===== src/rtl/dptr_pkg.sv =====
package dptr_pkg;
  localparam int unsigned BYTE_W = 8;
  localparam int unsigned RA_W   = 2;

  typedef enum logic [1:0] {
    PM_PLAIN = 2'b00,
    PM_INC   = 2'b01,
    PM_DEC   = 2'b10,
    PM_FLIP  = 2'b11
  } pmode_e;

  typedef enum logic [RA_W-1:0] {
    RA_LOW  = 2'd0,
    RA_HIGH = 2'd1,
    RA_PAGE = 2'd2,
    RA_CTRL = 2'd3
  } regsel_e;

  // control register field positions (increment-to-toggle relies on bit 1 being empty)
  localparam int unsigned SEL_BIT   = 0;
  localparam int unsigned MMODE_LO  = 2;
  localparam int unsigned SMODE_LO  = 4;
  localparam int unsigned AUTO_BIT  = 6;
  localparam logic [BYTE_W-1:0] CTRL_MASK = 8'h7D;
endpackage


===== src/rtl/dptr_reg.sv =====
module dptr_reg
  import dptr_pkg::*;
#(
  parameter int unsigned NBYTES = 3
) (
  input  logic                   clk,
  input  logic                   rst,
  input  logic                   wr_hit,
  input  logic [RA_W-1:0]        wr_idx,
  input  logic [BYTE_W-1:0]      wr_data,
  input  logic                   inc_en,
  input  logic                   acc_en,
  input  pmode_e                 mode,
  output logic [NBYTES*BYTE_W-1:0] q
);
  localparam int unsigned AW = NBYTES * BYTE_W;
  localparam logic [AW-1:0] ONE = {{(AW-1){1'b0}}, 1'b1};

  logic [NBYTES-1:0] lane_we;
  logic [AW-1:0]     nxt;

  for (genvar g = 0; g < NBYTES; g++) begin : g_lane
    assign lane_we[g] = wr_hit && (wr_idx == RA_W'(g));
  end

  always_comb begin
    nxt = q;
    if (wr_hit) begin
      for (int b = 0; b < NBYTES; b++) begin
        if (lane_we[b]) nxt[b*BYTE_W +: BYTE_W] = wr_data;
      end
    end else if (acc_en) begin
      unique case (mode)
        PM_PLAIN: nxt = q;
        PM_INC:   nxt = q + ONE;
        PM_DEC:   nxt = q - ONE;
        PM_FLIP:  nxt = {q[AW-1:1], ~q[0]};
        default:  nxt = q;
      endcase
    end else if (inc_en) begin
      nxt = q + ONE;
    end
  end

  always_ff @(posedge clk) begin
    if (rst) q <= '0;
    else     q <= nxt;
  end

  // a lone increment carries through every byte
  a_r3_inc_carry: assert property (@(posedge clk) disable iff (rst)
    inc_en && !acc_en && !wr_hit |=> q == $past(q) + ONE);

  // plain mode leaves the pointer untouched after an access
  a_r5_plain_hold: assert property (@(posedge clk) disable iff (rst)
    acc_en && !wr_hit && mode == PM_PLAIN |=> $stable(q));

  // bit-flip mode changes only address bit 0
  a_r5_flip_lsb: assert property (@(posedge clk) disable iff (rst)
    acc_en && !wr_hit && mode == PM_FLIP |=>
      (q[AW-1:1] == $past(q[AW-1:1])) && (q[0] != $past(q[0])));

  // post-decrement wraps from zero to all ones
  a_r6_dec_wrap: assert property (@(posedge clk) disable iff (rst)
    acc_en && !wr_hit && mode == PM_DEC && q == '0 |=> &q);

  // a byte write to the low lane wins over any modification
  a_r10_write_wins: assert property (@(posedge clk) disable iff (rst)
    wr_hit && wr_idx == RA_W'(0) |=> q[BYTE_W-1:0] == $past(wr_data));
endmodule


===== src/rtl/dptr_ctrl.sv =====
module dptr_ctrl
  import dptr_pkg::*;
(
  input  logic              clk,
  input  logic              rst,
  input  logic              wr_hit,
  input  logic [BYTE_W-1:0] wr_data,
  input  logic              acc_strobe,
  output logic              sel,
  output pmode_e            main_mode,
  output pmode_e            shad_mode,
  output logic [BYTE_W-1:0] ctrl_rd
);
  logic auto_q;

  always_ff @(posedge clk) begin
    if (rst) begin
      sel       <= 1'b0;
      main_mode <= PM_PLAIN;
      shad_mode <= PM_PLAIN;
      auto_q    <= 1'b0;
    end else if (wr_hit) begin
      sel       <= wr_data[SEL_BIT];
      main_mode <= pmode_e'(wr_data[MMODE_LO +: 2]);
      shad_mode <= pmode_e'(wr_data[SMODE_LO +: 2]);
      auto_q    <= wr_data[AUTO_BIT];
    end else if (acc_strobe && auto_q) begin
      sel <= ~sel;
    end
  end

  assign ctrl_rd = {1'b0, auto_q, shad_mode, main_mode, 1'b0, sel};

  // auto-toggle swaps the active pointer after each access
  a_r8_auto_swap: assert property (@(posedge clk) disable iff (rst)
    acc_strobe && auto_q && !wr_hit |=> sel != $past(sel));

  // without auto-toggle or a write, the select bit holds
  a_r8_sel_hold: assert property (@(posedge clk) disable iff (rst)
    !wr_hit && !(acc_strobe && auto_q) |=> $stable(sel));

  // a control write lands masked, beating the auto-toggle
  a_r10_ctrl_write: assert property (@(posedge clk) disable iff (rst)
    wr_hit |=> ctrl_rd == ($past(wr_data) & CTRL_MASK));
endmodule


===== src/rtl/dptr_dual.sv =====
module dptr_dual
  import dptr_pkg::*;
#(
  parameter int unsigned NBYTES = 3
) (
  input  logic                      clk,
  input  logic                      rst,
  input  logic                      wr_en,
  input  logic [1:0]                wr_addr,
  input  logic [7:0]                wr_data,
  input  logic                      inc_req,
  input  logic                      acc_strobe,
  output logic [NBYTES*8-1:0]       addr_out,
  output logic [NBYTES*8-1:0]       main_ptr,
  output logic [NBYTES*8-1:0]       shad_ptr,
  output logic [7:0]                ctrl_rd
);
  localparam int unsigned AW   = NBYTES * BYTE_W;
  localparam int unsigned NPTR = 2;

  logic          sel;
  pmode_e        main_mode, shad_mode;
  logic          ctrl_hit, byte_hit;
  logic [AW-1:0] ptr_q [NPTR];

  assign ctrl_hit = wr_en && (wr_addr == RA_CTRL);
  assign byte_hit = wr_en && (wr_addr != RA_CTRL);

  dptr_ctrl u_ctrl (
    .clk        (clk),
    .rst        (rst),
    .wr_hit     (ctrl_hit),
    .wr_data    (wr_data),
    .acc_strobe (acc_strobe),
    .sel        (sel),
    .main_mode  (main_mode),
    .shad_mode  (shad_mode),
    .ctrl_rd    (ctrl_rd)
  );

  for (genvar p = 0; p < NPTR; p++) begin : g_ptr
    logic mine;
    assign mine = (sel == p[0]);
    dptr_reg #(.NBYTES(NBYTES)) u_reg (
      .clk     (clk),
      .rst     (rst),
      .wr_hit  (byte_hit && mine),
      .wr_idx  (wr_addr),
      .wr_data (wr_data),
      .inc_en  (inc_req && mine),
      .acc_en  (acc_strobe && mine),
      .mode    ((p == 0) ? main_mode : shad_mode),
      .q       (ptr_q[p])
    );
  end

  assign addr_out = sel ? ptr_q[1] : ptr_q[0];
  assign main_ptr = ptr_q[0];
  assign shad_ptr = ptr_q[1];

  // the idle pointer never moves
  a_r4_shadow_idle: assert property (@(posedge clk) disable iff (rst)
    !sel |=> $stable(ptr_q[1]));
  a_r4_main_idle: assert property (@(posedge clk) disable iff (rst)
    sel |=> $stable(ptr_q[0]));
endmodule


===== config.mk =====
export PLATFORM = sky130hd
export DESIGN_NAME = dptr_dual
export DESIGN_NICKNAME = d
export VERILOG_FILES = /design/src/rtl/dptr_pkg.sv /design/src/rtl/dptr_reg.sv /design/src/rtl/dptr_ctrl.sv /design/src/rtl/dptr_dual.sv
export SDC_FILE = /design/constraint.sdc
export NUM_CORES = 1
export LEC_CHECK = 0
export BUFFER_PORTS_ARGS = -buffer_cell sky130_fd_sc_hd__buf_2
export CAP_MARGIN = 15
export CORE_MARGIN = 1
export CORE_UTILIZATION = 28
export DETAILED_ROUTE_END_ITERATION = 7
export GPL_ROUTABILITY_DRIVEN = 0
export PLACE_DENSITY = 0.43
export SYNTH_ARGS = -nofsm -noshare
export SYNTH_HDL_FRONTEND = slang
export SYNTH_SLANG_ARGS = --single-unit

===== constraint.sdc =====
create_clock -name clk -period 3.4 [get_ports clk]
set_clock_uncertainty 0.05 [all_clocks]
set_input_delay 0.17 -clock clk [delete_from_list [all_inputs] [get_ports clk]]
set_output_delay 0.17 -clock clk [all_outputs]
set_load 0.005 [all_outputs]

==> flow_metrics.py <==
metrics = {
    "placed_design": {
        "place_area_mm2": 0.00580,
        "place_ws_ps": 525,
        "hpwl_mm": 16.4,
        "port_buffers": 92,
    },
    "cells_and_area": {
        "syn_to_final_growth_pct": 14.2,
        "nets": 803,
        "drive_above_1_share_pct": 20.5,
        "fill_cells": 1954,
        "antenna_cells": 0,
        "fin_area_mm2": 0.00593,
    },
    "clock_tree": {
        "holdBufCountCts": 0,
        "clock_sinks": 54,
        "cts_tree": "done",
        "clk_latency_ps": 310,
        "cts_root_buf": "clkbuf_16",
        "cts_setup_buffers": 0,
        "cts_made_buffers": 5,
        "clk_path_buf_depth": 2,
        "cts.clk_slew.worst_paths_ps": 80,
        "cts.htree.levels": 2,
        "ctsResizeCount": 0,
    },
    "sta": {
        "finalCritPeriodShare_pct": 86.0,
        "worstMarginPinSlew_ps": 837,
        "fin_crit_ps": 2920,
        "timing.fmax_mhz": 342,
        "timing.setup.tns_ps": 0,
        "hold_viol": 0,
        "rsz0062_at_grt": "false",
        "setup_violations": 0,
        "relSlewSlack_pct": 44.1,
        "fin_ws_ps": 476,
        "maxSlewViolCount": 0,
    },
    "synth": {
        "synth.area.top_cells": "dfxtp_1 21%, nor2_1 6.6%, a21oi_1 5.1%",
        "synth_area_mm2": 0.00520,
        "synth_seq_cells": 54,
        "netlist.area_leader.share_pct": 20.8,
        "synth_ff_type": "dfxtp_1",
        "synth_async_sr_flop_share_pct": 0,
        "synth_area_per_cell_um2": 7.00,
        "yosysSeqAreaShare_pct": 20.8,
        "yosysWarnings": 0,
        "synth_edf_count": 0,
        "synth_cell_type_count": 83,
        "synth_top_area_cell": "dfxtp_1",
        "yosysMostFrequentCell": "nor2_1",
        "ys_top_cells_by_count": "92 x nor2_1, 70 x clkbuf_1, 55 x nand2_1",
        "syn_inst": 743,
    },
    "floorplan": {
        "coreArea_mm2": 0.0181,
        "fp.dieH_um": 138,
        "io-pin-count": 95,
        "dieArea_mm2": 0.0191,
        "num_rows": 49,
        "start_util_pct": 28.7,
        "die_w_um": 138,
    },
    "global_routing": {
        "overflow": 0,
        "grt_usage_pct": 23.6,
        "grt_pass1_wl_mm": 35.0,
        "grt_max_degree": 49,
        "grt_pass1_vias": 5774,
        "antenna_found_initial": 0,
    },
    "outcome": {
        "status": "finished with violations",
        "violations": "DRC",
    },
    "routing": {
        "vias_per_cell": 6.27,
        "detail_route.first_pass.iterations": 8,
        "wl_per_cell_um": 22.6,
        "vias": 6350,
        "ant_nets": 0,
        "drt_iter0_drc": 854,
        "drc_errors": 18,
        "routed_wl_mm": 22.9,
    },
    "worst_setup_path": {
        "slowest_delay_ps": 600,
        "path_delay_family": "simple AND/OR/NAND/NOR gates",
        "critical_path_class": "reg2reg",
        "cp_slowest_cell": "nor4b_1",
        "path_max_fanout": 6,
        "critPathArrivalTime_ps": 3100,
        "r2r_end": "g_ptr[0].u_reg.q[20]$_SDFFE_PP0P_",
        "worstPathCellList": "inv_1 > ha_1 > nor4b_1 > nand4_1 > nand2b_1 > nor4b_1 > a221oi_1 > o32ai_1",
        "required_ps": 3580,
        "r2r_cells": 8,
        "critPathMostFrequentCell": "nor4b_1",
        "r2r_start": "g_ptr[0].u_reg.q[0]$_SDFFE_PP0P_",
        "cp-end-kind": "register",
        "cp_num_buf_inv": 1,
        "critPathLaunchType": "register",
        "r2r_slack_ps": 480,
    },
    "worst_hold_path": {
        "holdPathStages": 3,
        "min_from": "wr_data[3]",
        "hold_end": "u_ctrl.main_mode[1]$_SDFFE_PP0P_",
        "hold_class": "in2reg",
    },
    "power": {
        "power_mw": 1.84,
        "power_density_mw_per_mm2": 310,
        "vdd_ir_drop_max_mv": 0.186,
        "power_leakage_nw": 2.25,
    },
    "run": {
        "maxCapViolations": 0,
    },
}
-- per-stage QoR --
step	instances	hold WS, ps	utilization (%)
5_1_grt	1013	128	32.8
3_5_place_dp	1006	419	32.1
6_report	1013	101	32.8
2_1_floorplan	744	256	-
3_3_place_gp	1006	413	32.1
4_1_cts	1013	94.7	32.8
-- power breakdown --
part / switching, mW / internal [mW] / total (mW)
Clock: 0.274 / 0.272 / 0.546
Sequential: 0.0809 / 0.658 / 0.739
Combinational: 0.341 / 0.214 / 0.555
-- cells by family (layout without fill, tap and decap cells) --
| logic type | after synthesis | after routing | share of synthesized area, % |
|---|---|---|---|
| buffers and inverters | 95 | 135 | 7.41 |
| XOR/XNOR | 21 | 21 | 3.54 |
| multiplexers | 25 | 25 | 5.27 |
| AND/OR/NAND/NOR | 319 | 319 | 31.8 |
| AO/OA/AOI/OAI | 224 | 224 | 30.2 |
| adder cells (fa/ha/maj) | 4 | 4 | 0.963 |
| other | 1 | 2 | 0.0722 |
| flip-flops | 54 | 54 | 20.8 |
-- how the worst max path moves through the flow --
stage                                          start                           endpoint  slack [ps]  depth (start not counted)
global placement    g_ptr[1].u_reg.q[0]$_SDFFE_PP0P_  g_ptr[1].u_reg.q[22]$_SDFFE_PP0P_         570                          7
global route        g_ptr[0].u_reg.q[0]$_SDFFE_PP0P_  g_ptr[0].u_reg.q[20]$_SDFFE_PP0P_         270                          8
CTS                 g_ptr[1].u_reg.q[0]$_SDFFE_PP0P_  g_ptr[1].u_reg.q[22]$_SDFFE_PP0P_         500                          7
detailed placement  g_ptr[1].u_reg.q[0]$_SDFFE_PP0P_  g_ptr[1].u_reg.q[22]$_SDFFE_PP0P_         520                          7
floorplan           g_ptr[1].u_reg.q[1]$_SDFFE_PP0P_  g_ptr[1].u_reg.q[22]$_SDFFE_PP0P_         640                          8
finish              g_ptr[0].u_reg.q[0]$_SDFFE_PP0P_  g_ptr[0].u_reg.q[20]$_SDFFE_PP0P_         480                          8
-- worst min-delay path, stage by stage --
cell,delay (ps)
buf_2,110
mux2i_1,70
nor2_1,80
-- metal layers --
layer | part of all wire (%) | vias to the layer above | global-route usage (%)
met5 | 0 | - | 0
met4 | 2.2 | 0 | 7.81
met3 | 9.1 | 33 | 5.58
met2 | 44 | 331 | 35.3
met1 | 45 | 3084 | 33.1
li1 | - | 2902 | -
-- layout by cell type, fill, tap and decap left out, drive strengths merged, types with 14 or more instances in the layout --
cell / n
a21oi: 53
buf: 116
dfxtp: 54
mux2: 19
nand2: 55
nand3: 29
nand4: 14
nor2: 92
nor3: 42
nor4: 26
o21ai: 45
-- registers in the layout (all words and copies together), names as in the netlist --
register / flops
g_ptr.u_reg.q: 48
u_ctrl.main_mode: 2
u_ctrl.shad_mode: 2
u_ctrl.auto_q: 1
u_ctrl.sel: 1
-- layout make-up --
type	count	area [um^2]	share of cell area (%)
Clock buffer	7	133	2.24
Tap cell	229	287	4.83
Multi-Input combinational cell	595	3750	63.1
Inverter	12	45.0	0.759
Sequential cell	54	1080	18.2
Timing Repair Buffer	116	641	10.8
Power figures use the tool's default switching activity.
